`src/rtl/sdram_init_pkg.sv`:
```
package sdram_init_pkg;

  // Bit positions of the command field (software masks these three bits)
  localparam int PRE_BIT = 4;
  localparam int REF_BIT = 3;
  localparam int MRS_BIT = 2;
  localparam int FLD_HI  = PRE_BIT;
  localparam int FLD_LO  = MRS_BIT;

  typedef enum logic [2:0] {
    K_DESEL = 3'd0,
    K_NOP   = 3'd1,
    K_PRE   = 3'd2,
    K_MRS   = 3'd3,
    K_REF   = 3'd4
  } pin_kind_e;

  typedef enum logic { S_IDLE = 1'b0, S_WAIT = 1'b1 } seq_state_e;

  typedef struct packed {
    logic cs_n;
    logic ras_n;
    logic cas_n;
    logic we_n;
  } ctl_pins_t;

  // Control pin pattern for each bus cycle kind
  function automatic ctl_pins_t ctl_for(pin_kind_e k);
    ctl_pins_t c;
    case (k)
      K_NOP:   c = '{cs_n: 1'b0, ras_n: 1'b1, cas_n: 1'b1, we_n: 1'b1};
      K_PRE:   c = '{cs_n: 1'b0, ras_n: 1'b0, cas_n: 1'b1, we_n: 1'b0};
      K_MRS:   c = '{cs_n: 1'b0, ras_n: 1'b0, cas_n: 1'b0, we_n: 1'b0};
      K_REF:   c = '{cs_n: 1'b0, ras_n: 1'b0, cas_n: 1'b0, we_n: 1'b1};
      default: c = '{cs_n: 1'b1, ras_n: 1'b1, cas_n: 1'b1, we_n: 1'b1};
    endcase
    return c;
  endfunction

  // Effective refresh count: zero selects the default
  function automatic int unsigned refresh_total(int unsigned req, int unsigned dflt);
    return (req == 0) ? dflt : req;
  endfunction

endpackage

```
`src/rtl/sdram_init_cmdreg.sv`:
```
module sdram_init_cmdreg
  import sdram_init_pkg::*;
(
  input  logic                 clk,
  input  logic                 rst_n,
  input  logic                 wr_en,
  input  logic [FLD_HI:FLD_LO] wdata,
  input  logic [2:0]           clr,      // [0] precharge, [1] mode-load, [2] refresh
  output logic [2:0]           pending,  // same order, which is also priority order
  output logic [FLD_HI:FLD_LO] rdata,
  output logic                 accept
);

  logic [2:0] req_bits;

  assign req_bits = {wdata[REF_BIT], wdata[MRS_BIT], wdata[PRE_BIT]};
  assign accept   = wr_en && (pending == 3'b000) && (req_bits != 3'b000);

  always_ff @(posedge clk) begin
    if (!rst_n)      pending <= 3'b000;
    else if (accept) pending <= req_bits;
    else             pending <= pending & ~clr;
  end

  always_comb begin
    rdata          = '0;
    rdata[PRE_BIT] = pending[0];
    rdata[MRS_BIT] = pending[1];
    rdata[REF_BIT] = pending[2];
  end

endmodule

```
`src/rtl/sdram_init_timer.sv`:
```
module sdram_init_timer #(
  parameter int TW = 4
) (
  input  logic          clk,
  input  logic          rst_n,
  input  logic          load,
  input  logic [TW-1:0] load_val,
  output logic          expired
);

  logic [TW-1:0] cnt;

  always_ff @(posedge clk) begin
    if (!rst_n)           cnt <= '0;
    else if (load)        cnt <= load_val;
    else if (cnt != '0)   cnt <= cnt - 1'b1;
  end

  assign expired = (cnt == '0);

endmodule

```
`src/rtl/sdram_init_pinreg.sv`:
```
module sdram_init_pinreg
  import sdram_init_pkg::*;
#(
  parameter int ADDR_W = 13,
  parameter int BA_W   = 2,
  parameter int AP_BIT = 10,
  localparam int MODE_W = ADDR_W + BA_W
) (
  input  logic              clk,
  input  logic              rst_n,
  input  pin_kind_e         kind_nxt,
  input  logic [MODE_W-1:0] mode_cfg,
  output logic              cs_n,
  output logic              ras_n,
  output logic              cas_n,
  output logic              we_n,
  output logic [ADDR_W-1:0] addr,
  output logic [BA_W-1:0]   ba
);

  localparam logic [ADDR_W-1:0] AP_MASK = {{(ADDR_W-1){1'b0}}, 1'b1} << AP_BIT;

  ctl_pins_t ctl_q;

  always_ff @(posedge clk) begin
    if (!rst_n) begin
      ctl_q <= ctl_for(K_DESEL);
      addr  <= '0;
      ba    <= '0;
    end else begin
      ctl_q <= ctl_for(kind_nxt);
      case (kind_nxt)
        K_MRS: begin
          addr <= mode_cfg[ADDR_W-1:0];
          ba   <= mode_cfg[MODE_W-1:ADDR_W];
        end
        K_PRE: begin
          addr <= AP_MASK;
          ba   <= '0;
        end
        default: begin
          addr <= '0;
          ba   <= '0;
        end
      endcase
    end
  end

  assign cs_n  = ctl_q.cs_n;
  assign ras_n = ctl_q.ras_n;
  assign cas_n = ctl_q.cas_n;
  assign we_n  = ctl_q.we_n;

endmodule

```
`src/rtl/sdram_init_seq.sv`:
```
module sdram_init_seq
  import sdram_init_pkg::*;
#(
  parameter int ADDR_W          = 13,
  parameter int BA_W            = 2,
  parameter int AP_BIT          = 10,
  parameter int TW              = 4,
  parameter int CW              = 4,
  parameter int DEFAULT_REFRESH = 8,
  localparam int MODE_W = ADDR_W + BA_W
) (
  input  logic                 clk,
  input  logic                 rst_n,
  input  logic                 cmd_we,
  input  logic [FLD_HI:FLD_LO] cmd_wdata,
  output logic [FLD_HI:FLD_LO] cmd_rdata,
  input  logic [MODE_W-1:0]    mode_cfg,
  input  logic [TW-1:0]        t_rp,
  input  logic [TW-1:0]        t_mrd,
  input  logic [TW-1:0]        t_rfc,
  input  logic [CW-1:0]        refresh_num,
  output logic                 sdram_cs_n,
  output logic                 sdram_ras_n,
  output logic                 sdram_cas_n,
  output logic                 sdram_we_n,
  output logic [ADDR_W-1:0]    sdram_addr,
  output logic [BA_W-1:0]      sdram_ba
);

  // Named internal events
  logic [2:0]  pending;
  logic [2:0]  clr;
  logic        accept_wr;
  logic        issue_strobe;
  logic        step_done;
  logic        more_refresh;
  logic        timer_expired;
  logic [TW-1:0] issue_delay;
  logic [CW-1:0] ref_total;
  logic [CW-1:0] ref_left;
  pin_kind_e   sel_kind;
  pin_kind_e   issue_kind;
  pin_kind_e   cur_kind;
  pin_kind_e   kind_nxt;
  seq_state_e  state;

  sdram_init_cmdreg u_cmdreg (
    .clk     (clk),
    .rst_n   (rst_n),
    .wr_en   (cmd_we),
    .wdata   (cmd_wdata),
    .clr     (clr),
    .pending (pending),
    .rdata   (cmd_rdata),
    .accept  (accept_wr)
  );

  // Priority pick among pending requests
  always_comb begin
    if (pending[0])      sel_kind = K_PRE;
    else if (pending[1]) sel_kind = K_MRS;
    else if (pending[2]) sel_kind = K_REF;
    else                 sel_kind = K_DESEL;
  end

  assign ref_total    = CW'(refresh_total(int'(refresh_num), DEFAULT_REFRESH));
  assign more_refresh = (cur_kind == K_REF) && (ref_left > CW'(1));

  assign issue_strobe = ((state == S_IDLE) && (sel_kind != K_DESEL)) ||
                        ((state == S_WAIT) && timer_expired && more_refresh);
  assign step_done    = (state == S_WAIT) && timer_expired && !more_refresh;
  assign issue_kind   = (state == S_IDLE) ? sel_kind : K_REF;

  always_comb begin
    case (issue_kind)
      K_PRE:   issue_delay = t_rp;
      K_MRS:   issue_delay = t_mrd;
      default: issue_delay = t_rfc;
    endcase
  end

  assign clr[0] = step_done && (cur_kind == K_PRE);
  assign clr[1] = step_done && (cur_kind == K_MRS);
  assign clr[2] = step_done && (cur_kind == K_REF);

  always_ff @(posedge clk) begin
    if (!rst_n) begin
      state    <= S_IDLE;
      cur_kind <= K_DESEL;
      ref_left <= '0;
    end else if (issue_strobe) begin
      state    <= S_WAIT;
      cur_kind <= issue_kind;
      ref_left <= (state == S_IDLE) ? ref_total : ref_left - 1'b1;
    end else if (step_done) begin
      state    <= S_IDLE;
      cur_kind <= K_DESEL;
    end
  end

  sdram_init_timer #(.TW(TW)) u_timer (
    .clk      (clk),
    .rst_n    (rst_n),
    .load     (issue_strobe),
    .load_val (issue_delay),
    .expired  (timer_expired)
  );

  assign kind_nxt = issue_strobe ? issue_kind :
                    ((state == S_WAIT) && !step_done) ? K_NOP : K_DESEL;

  sdram_init_pinreg #(.ADDR_W(ADDR_W), .BA_W(BA_W), .AP_BIT(AP_BIT)) u_pins (
    .clk      (clk),
    .rst_n    (rst_n),
    .kind_nxt (kind_nxt),
    .mode_cfg (mode_cfg),
    .cs_n     (sdram_cs_n),
    .ras_n    (sdram_ras_n),
    .cas_n    (sdram_cas_n),
    .we_n     (sdram_we_n),
    .addr     (sdram_addr),
    .ba       (sdram_ba)
  );

endmodule

```
`config.mk`:
```
export PLATFORM = sky130hd
export DESIGN_NAME = sdram_init_seq
export DESIGN_NICKNAME = d
export VERILOG_FILES = /design/src/rtl/sdram_init_pkg.sv /design/src/rtl/sdram_init_cmdreg.sv /design/src/rtl/sdram_init_timer.sv /design/src/rtl/sdram_init_pinreg.sv /design/src/rtl/sdram_init_seq.sv
export SDC_FILE = /design/constraint.sdc
export NUM_CORES = 1
export LEC_CHECK = 0
export BUFFER_PORTS_ARGS = -buffer_cell sky130_fd_sc_hd__buf_4
export CAP_MARGIN = 20
export CORE_AREA = 2 2 61 63
export CTS_CLUSTER_DIAMETER = 30
export CTS_CLUSTER_SIZE = 8
export DETAILED_ROUTE_END_ITERATION = 12
export DIE_AREA = 0 0 63 65
export PLACE_DENSITY = 0.82
export SLEW_MARGIN = 10
export SYNTH_ARGS = -nofsm -noshare
export SYNTH_HDL_FRONTEND = slang
export SYNTH_HIERARCHICAL = 1
export SYNTH_SLANG_ARGS = --single-unit
```
`constraint.sdc`:
```
create_clock -name clk -period 2.5 [get_ports clk]
set_input_delay 0.375 -clock clk [delete_from_list [all_inputs] [get_ports clk]]
set_output_delay 0.375 -clock clk [all_outputs]
set_load 0.01 [all_outputs]
```
==> qor.json, run 1 <==
{
  "powerDensity_nw_per_um2": 815,
  "worst_hold_path_type": "in -> reg",
  "wl_met2_mm": 1.52,
  "ff_latch_area_um2": 681,
  "timing.hold.worst_path_depth": 2,
  "grt_setup_unrepaired": "no",
  "drt-vias-per-instance": 5.01,
  "timing.setup.critical_path_class": "reg -> reg",
  "num_antenna_cells": 0,
  "critical_path_source_type": "flop",
  "htree_levels": 2,
  "worstPathArrival_ns": 2.51,
  "syn_inst": 163,
  "endpoint_kind": "flop",
  "finalInstanceArea_um2": 2120,
  "max_slew_margin_pct": 61.1,
  "tritoncts.num_buffers": 5,
  "synth_nets": 203,
  "grt_pass1_vias": 1316,
  "route.final.wire_length_mm": 3.37,
  "final_worst_path_setup_slack_ns": 0.276,
  "syn-cell-area_um2": 1570,
  "tot_pwr_mw": 1.73,
  "p_int_mw": 1.21,
  "clk_transition_reported_paths_ns": 0.12,
  "finalSetupViolCount": 0,
  "die_w_um": 63,
  "grt_max_degree": 24,
  "via_count": 1364,
  "track_usage_pct": 17.9,
  "final_period_minus_worst_setup_slack_ns": 2.22,
  "hold_violations": 0,
  "fill_cell_total_of_the_finished_layout": 309,
  "cell_area_reported_after_detailed_placement_um2": 2020,
  "die-area_um2": 4100,
  "detailedPlace.worstSlack_ns": 0.314,
  "power_switching_share_pct": 30.0,
  "status": "completed",
  "ff2ff_setup_slack_ns": 0.28,
  "core.rowCount": 22,
  "starting_density_of_the_core_pct": 44.8,
  "leakagePower_nw": 0.954,
  "number_of_buffers_inserted_by_port_buffering": 58,
  "flow.area_growth_from_synthesis_pct": 35.5,
  "timing.critical_path.required_ns": 2.78,
  "design.core.area_um2": 3500,
  "worstPathMaxFanout": 15,
  "postRouteAntennaNets": 0,
  "cap_viol_max_count": 0,
  "layout.nets": 263,
  "cts_hold_buf": 0,
  "postCtsSetupBuffers": 0,
  "cts_tree": "built",
  "share_seq_of_total_power_pct": 40.0,
  "tightestPinTransition_ns": 0.583,
  "post-route-period-util_pct": 89.0,
  "grt_pass1_wl_mm": 5.76,
  "route.top_layer_used": "met4",
  "dr_wl_met3_um": 332,
  "worst_skew_pair.late_latency_ns": 0.34,
  "finalMaxSlewViolations": 0,
  "netSwitchingPower_mw": 0.520,
  "combinational_share_of_power_pct": 30.6,
  "average_wire_length_per_cell_after_detail_routing_um": 12.4,
  "dr.pass1.iters": 4,
  "ff2ff_path_depth": 9,
  "max_clock_freq_mhz": 450,
  "fin_tns_setup_ns": 0,
  "die-height_um": 65,
  "cts_max_path_buffers": 2,
  "synth-warning-count": 6,
  "layout_cell_share_with_drive_strength_beyond_1_pct": 40.2,
  "clk_root_buffer_cell": "sky130_fd_sc_hd__clkbuf_4",
  "part_of_the_power_in_the_clock_network_pct": 29.4,
  "area_of_the_multi_input_gates_um2": 793,
  "cts_num_sinks": 34,
  "overflow": 0,
  "timing.clock.skew_ns": 0.0149,
  "route.detailed.drc": 0,
  "number_of_drc_markers_in_iteration_0": 63,
  "gp_congestion": 0.838,
  "power.ir.vdd_worst_mv": 0.452,
  "dp.final_hpwl_mm": 2.50,
  "io_pins": 59,
  "postSynthAreaPerCell_um2": 9.62,
  "post_cts_resize_count": 0,
  "antenna_found_initial": 0,
  "routedLengthMet1_mm": 1.46
}
critical path, cell delays in order, from the launching register on:
cell and delay (ns):
sky130_fd_sc_hd__dfxtp_1 0.36, sky130_fd_sc_hd__inv_1 0.07, sky130_fd_sc_hd__ha_1 0.22, sky130_fd_sc_hd__nor3b_4 0.16, sky130_fd_sc_hd__or2b_1 0.28, sky130_fd_sc_hd__o41ai_4 0.09
sky130_fd_sc_hd__o21bai_4 0.25, sky130_fd_sc_hd__nor2_1 0.13, sky130_fd_sc_hd__and4b_4 0.43, sky130_fd_sc_hd__and2_2 0.16
through the flow:
stage | std cells | hold WS [ns] | util, %
final | 272 | 0.226 | 60.8
after global placement | 264 | 0.558 | 57.7
after global routing | 272 | 0.213 | 60.8
after detailed placement | 264 | 0.570 | 57.7
after floorplan | 163 | 0.447 | -
after CTS | 272 | 0.220 | 60.8
power groups by stage:
stage	clock network, mW	registers [mW]	logic, mW
after detailed placement	0	0.703	0.533
after CTS	0.519	0.692	0.536
final	0.510	0.692	0.530
after global routing	0.549	0.705	0.590
after floorplan	0	0.681	0.392
after global placement	0	0.703	0.520
area by class of cell:
| type | count | share of cell area (%) |
|---|---|---|
| clock inverter | 3 | 3.24 |
| sequential | 34 | 32.0 |
| timing repair buffer | 60 | 21.2 |
| multi-input combinational | 113 | 37.3 |
| inverter | 9 | 1.59 |
| clock buffer | 5 | 1.77 |
| tap | 48 | 2.83 |
final timing paths:
path,endpoint,startpoint
worst max-delay path,u_pins/addr[9],u_timer/cnt[0]
worst min-delay path,u_pins/addr[4],mode_cfg[4]
worst max register to register,u_pins/addr[9],u_timer/cnt[0]
worst min register to register,cur_kind[1],cur_kind[1]
cells in the final DEF (no fill, tap or decap), types with 2 or more instances in the layout:
master,count
sky130_fd_sc_hd__buf_4,60
sky130_fd_sc_hd__dfxtp_1,34
sky130_fd_sc_hd__nand2_1,12
sky130_fd_sc_hd__and2_2,11
sky130_fd_sc_hd__inv_1,9
sky130_fd_sc_hd__nor2_1,8
sky130_fd_sc_hd__o21ai_0,7
sky130_fd_sc_hd__nor2b_1,7
sky130_fd_sc_hd__nor3_1,5
sky130_fd_sc_hd__a22oi_1,5
sky130_fd_sc_hd__nand3_1,5
sky130_fd_sc_hd__o21ai_1,5
sky130_fd_sc_hd__clkbuf_4,5
sky130_fd_sc_hd__and2_1,4
sky130_fd_sc_hd__nand3b_1,4
sky130_fd_sc_hd__a21oi_1,3
sky130_fd_sc_hd__ha_1,3
sky130_fd_sc_hd__nor4b_1,2
sky130_fd_sc_hd__mux2i_1,2
sky130_fd_sc_hd__o311a_1,2
sky130_fd_sc_hd__bufinv_16,2
sky130_fd_sc_hd__xnor2_1,2
sky130_fd_sc_hd__nand2b_1,2
state kept, by name (all words and copies together) (netlist names):
signal / count
ref_left: 4
u_timer/cnt: 4
u_pins/cs_n: 1
u_pins/ba: 2
cur_kind: 3
u_cmdreg/pending: 3
u_pins/ras_n: 1
u_pins/addr: 13
u_pins/we_n: 1
state: 1
u_pins/cas_n: 1
metal layers:
layer	vias up	GRT usage (%)
met3	5	8.16
met5	-	0
met1	617	20.0
met4	0	5.83
li1	688	-
met2	54	30.5
No activity file was read; power rests on OpenSTA's default activity.
==> inputs of run 2 (changes only) <==
--- a/config.mk
+++ b/config.mk
@@ -5,14 +5,15 @@
 export SDC_FILE = /design/constraint.sdc
 export NUM_CORES = 1
 export LEC_CHECK = 0
+export ABC_AREA = 1
 export BUFFER_PORTS_ARGS = -buffer_cell sky130_fd_sc_hd__buf_4
 export CAP_MARGIN = 20
-export CORE_AREA = 2 2 61 63
+export CORE_AREA = 2 2 62 64
 export CTS_CLUSTER_DIAMETER = 30
 export CTS_CLUSTER_SIZE = 8
 export DETAILED_ROUTE_END_ITERATION = 12
-export DIE_AREA = 0 0 63 65
-export PLACE_DENSITY = 0.82
+export DIE_AREA = 0 0 64 66
+export PLACE_DENSITY = 0.83
 export SLEW_MARGIN = 10
 export SYNTH_ARGS = -nofsm -noshare
 export SYNTH_HDL_FRONTEND = slang
==> qor.json, run 2 <==
{
  "fill_cell_total_of_the_finished_layout": {"value": 329, "change": "+6.5%"},
  "synth-warning-count": {"value": 6, "change": "unchanged"},
  "grt_pass1_wl": {"value": 6.04, "unit": "mm", "change": "+4.8%"},
  "status": "completed",
  "layout.nets": {"value": 352, "change": "+34%"},
  "core.rowCount": {"value": 22, "change": "unchanged"},
  "critical_path.max_stage_delay": {"value": 0.34, "unit": "ns", "change": "-0.09 ns"},
  "timing.hold.worst_path_depth": {"value": 3, "change": "+1"},
  "max_clock_freq": {"value": 476, "unit": "MHz", "change": "+5.8%"},
  "ff_latch_area": {"value": 681, "unit": "µm²", "change": "unchanged"},
  "syn_inst": {"value": 250, "change": "+53%"},
  "max_slew_margin": {"value": 60.7, "unit": "%", "change": "-0.39 points"},
  "worst_hold_path_type": "in -> reg",
  "cts_max_path_buffers": {"value": 2, "change": "unchanged"},
  "hold_start": "mode_cfg[8]",
  "finalMaxSlewViolations": {"value": 0, "change": "unchanged"},
  "worst_r2r_src": "u_timer/cnt[0]",
  "r2r_end": "u_timer/cnt[3]",
  "timing.critical_path.required": {"value": 2.74, "unit": "ns", "change": "-0.04 ns"},
  "die-height": {"value": 66, "unit": "µm", "change": "+1.5%"},
  "post_cts_resize_count": {"value": 0, "change": "unchanged"},
  "postSynthAreaPerCell": {"value": 6.75, "unit": "µm²", "change": "-30%"},
  "registers.top_by_ff_count": "u_pins/addr",
  "area_of_the_multi_input_gates": {"value": 785, "unit": "µm²", "change": "-1.1%"},
  "grt_max_degree": {"value": 16, "change": "-33%"},
  "track_usage": {"value": 18.6, "unit": "%", "change": "+0.64 points"},
  "ff2ff_setup_slack": {"value": 0.40, "unit": "ns", "change": "+0.12 ns"},
  "dr.pass1.iters": {"value": 4, "change": "unchanged"},
  "powerDensity": {"value": 790, "unit": "nW/µm²", "change": "-3.1%"},
  "syn-cell-area": {"value": 1690, "unit": "µm²", "change": "+7.6%"},
  "num_antenna_cells": {"value": 0, "change": "unchanged"},
  "path_buf_inv": {"value": 3, "change": "+2"},
  "route.final.wire_length": {"value": 3.61, "unit": "mm", "change": "+7.3%"},
  "power.ir.vdd_worst": {"value": 0.463, "unit": "mV", "change": "+2.5%"},
  "mostFrequentLayoutCell": "sky130_fd_sc_hd__nand2_1",
  "timing.clock.skew": {"value": 0.00921, "unit": "ns", "change": "-0.00568 ns"},
  "largest_reg_flops": {"value": 13, "change": "unchanged"},
  "finalSetupViolCount": {"value": 0, "change": "unchanged"},
  "final_period_minus_worst_setup_slack": {"value": 2.10, "unit": "ns", "change": "-0.122 ns"},
  "hold_violations": {"value": 0, "change": "unchanged"},
  "endpoint_kind": "flop",
  "layout_cell_share_with_drive_strength_beyond_1": {"value": 28.8, "unit": "%", "change": "-11 points"},
  "design.core.area": {"value": 3550, "unit": "µm²", "change": "+1.6%"},
  "largest_registers": "u_pins/addr: 13 flops, ref_left: 4 flops, u_timer/cnt: 4 flops",
  "grt_setup_unrepaired": "no",
  "starting_density_of_the_core": {"value": 47.5, "unit": "%", "change": "+2.7 points"},
  "cts_tree": "built",
  "clk_root_buffer_cell": "sky130_fd_sc_hd__clkbuf_4",
  "number_of_buffers_inserted_by_port_buffering": {"value": 58, "change": "unchanged"},
  "grt_pass1_vias": {"value": 1473, "change": "+12%"},
  "part_of_the_power_in_the_clock_network": {"value": 22.9, "unit": "%", "change": "-6.5 points"},
  "worst_path_max_delay_cell": "sky130_fd_sc_hd__dfxtp_1",
  "cap_viol_max_count": {"value": 0, "change": "unchanged"},
  "synth_nets": {"value": 290, "change": "+43%"},
  "postCtsSetupBuffers": {"value": 0, "change": "unchanged"},
  "dp.final_hpwl": {"value": 2.84, "unit": "mm", "change": "+13%"},
  "route.detailed.drc": {"value": 0, "change": "unchanged"},
  "htree_levels": {"value": 2, "change": "unchanged"},
  "combinational_share_of_power": {"value": 38.3, "unit": "%", "change": "+7.7 points"},
  "cts_hold_buf": {"value": 0, "change": "unchanged"},
  "mostFrequentLayoutCells": "sky130_fd_sc_hd__nand2_1 (61), sky130_fd_sc_hd__buf_4 (59), sky130_fd_sc_hd__inv_1 (46), sky130_fd_sc_hd__dfxtp_1 (34), sky130_fd_sc_hd__nor2_1 (29)",
  "antenna_found_initial": {"value": 0, "change": "unchanged"},
  "worstPathArrival": {"value": 2.34, "unit": "ns", "change": "-0.17 ns"},
  "drt-vias-per-instance": {"value": 4.57, "change": "-8.9%"},
  "number_of_drc_markers_in_iteration_0": {"value": 49, "change": "-22%"},
  "average_wire_length_per_cell_after_detail_routing": {"value": 10.0, "unit": "µm", "change": "-19%"},
  "timing.setup.critical_path_class": "reg -> reg",
  "fin_tns_setup": {"value": 0, "unit": "ns", "change": "unchanged"},
  "tightestPinTransition": {"value": 0.584, "unit": "ns", "change": "+0.000487 ns"},
  "overflow": {"value": 0, "change": "unchanged"},
  "io_pins": {"value": 59, "change": "unchanged"},
  "hold_path_end": "u_pins/addr[8]",
  "gp_congestion": {"value": 0.861, "change": "+2.6%"},
  "cts_num_sinks": {"value": 34, "change": "unchanged"},
  "worstPathMaxFanout": {"value": 7, "change": "-8"},
  "path_cells": "inv_1 -> ha_1 -> nand2_1 -> nor2_1 -> nand2_2 -> inv_2 -> nand3_2 -> nand2_1 -> inv_2 -> or2_0 -> nand3_1 -> nor2_1",
  "die-area": {"value": 4220, "unit": "µm²", "change": "+3.2%"},
  "post-route-util": {"value": 63.0, "unit": "%", "change": "+2.2 points"},
  "cpLargestDelayFamily": "simple AND/OR/NAND/NOR gates",
  "clk_transition_reported_paths": {"value": 0.10, "unit": "ns", "change": "-0.02 ns"},
  "share_seq_of_total_power": {"value": 38.9, "unit": "%", "change": "-1.1 points"},
  "post-route-period-util": {"value": 84.1, "unit": "%", "change": "-4.9 points"},
  "die_w": {"value": 64, "unit": "µm", "change": "+1.6%"},
  "power_switching_share": {"value": 36.6, "unit": "%", "change": "+6.5 points"},
  "critical_path_source_type": "flop",
  "postRouteAntennaNets": {"value": 0, "change": "unchanged"},
  "leakagePower": {"value": 1.21, "unit": "nW", "change": "+27%"},
  "via_count": {"value": 1644, "change": "+21%"},
  "netSwitchingPower": {"value": 0.646, "unit": "mW", "change": "+24%"},
  "p_int": {"value": 1.12, "unit": "mW", "change": "-7.5%"},
  "tritoncts.num_buffers": {"value": 5, "change": "unchanged"},
  "worst_skew_pair.late_latency": {"value": 0.33, "unit": "ns", "change": "about the same"},
  "ff2ff_path_depth": {"value": 12, "change": "+3"},
  "flow.area_growth_from_synthesis_pct": 32.6
}
run 2: worst max-delay path by stage:
stage	end	cells past startpoint	start
after CTS	u_timer/cnt[3]	12	u_timer/cnt[0]
after detailed placement	u_timer/cnt[3]	12	u_timer/cnt[0]
after global placement	u_timer/cnt[3]	12	u_timer/cnt[0]
after floorplan	u_timer/cnt[3]	12	u_timer/cnt[0]
final	u_timer/cnt[3]	12	u_timer/cnt[0]
after global routing	u_timer/cnt[3]	12	u_timer/cnt[0]
run 2: metal layers:
metal / vias to the layer above / wire [µm] / GRT usage (%)
met5: - / 0 / 0
met4: 0 / 65 / 7.88
met3: 9 / 176 / 5.62
met2: 36 / 1770 / 31.6
met1: 714 / 1600 / 21.6
li1: 885 / - / -
run 2: through the flow:
stage               cell area, µm²  std cells  setup slack (ns)  hold slack [ns]  total power [mW]
finish                        2240        360             0.399            0.255              1.77
global route                  2240        360             0.180            0.228              1.91
CTS                           2240        360             0.443            0.239              1.78
detailed placement            2160        353             0.455            0.491              1.37
global placement              2160        353             0.564            0.491              1.34
floorplan                     1690        250             0.696            0.456              1.17
run 2: cell type report:
| cell class | instances | area share, % |
|---|---|---|
| tap | 48 | 2.68 |
| multi-input combinational | 162 | 35.1 |
| inverter | 50 | 8.39 |
| clock buffer | 6 | 2.29 |
| clock inverter | 1 | 1.34 |
| sequential | 34 | 30.4 |
| timing repair buffer | 59 | 19.8 |
run 2: power by group through the flow:
stage	clock [mW]	combinational, mW	sequential [mW]
2_1_floorplan	0	0.474	0.697
3_3_place_gp	0	0.650	0.695
3_5_place_dp	0	0.671	0.699
4_1_cts	0.416	0.674	0.687
5_1_grt	0.442	0.766	0.703
6_report	0.404	0.676	0.687
run 2: worst register-to-register path, stage by stage, from the launching register on:
cell,delay [ns]
sky130_fd_sc_hd__dfxtp_1,0.34
sky130_fd_sc_hd__inv_1,0.09
sky130_fd_sc_hd__ha_1,0.26
sky130_fd_sc_hd__nand2_1,0.09
sky130_fd_sc_hd__nor2_1,0.21
sky130_fd_sc_hd__nand2_2,0.13
sky130_fd_sc_hd__inv_2,0.11
sky130_fd_sc_hd__nand3_2,0.12
sky130_fd_sc_hd__nand2_1,0.21
sky130_fd_sc_hd__inv_2,0.10
sky130_fd_sc_hd__or2_0,0.21
sky130_fd_sc_hd__nand3_1,0.08
sky130_fd_sc_hd__nor2_1,0.05
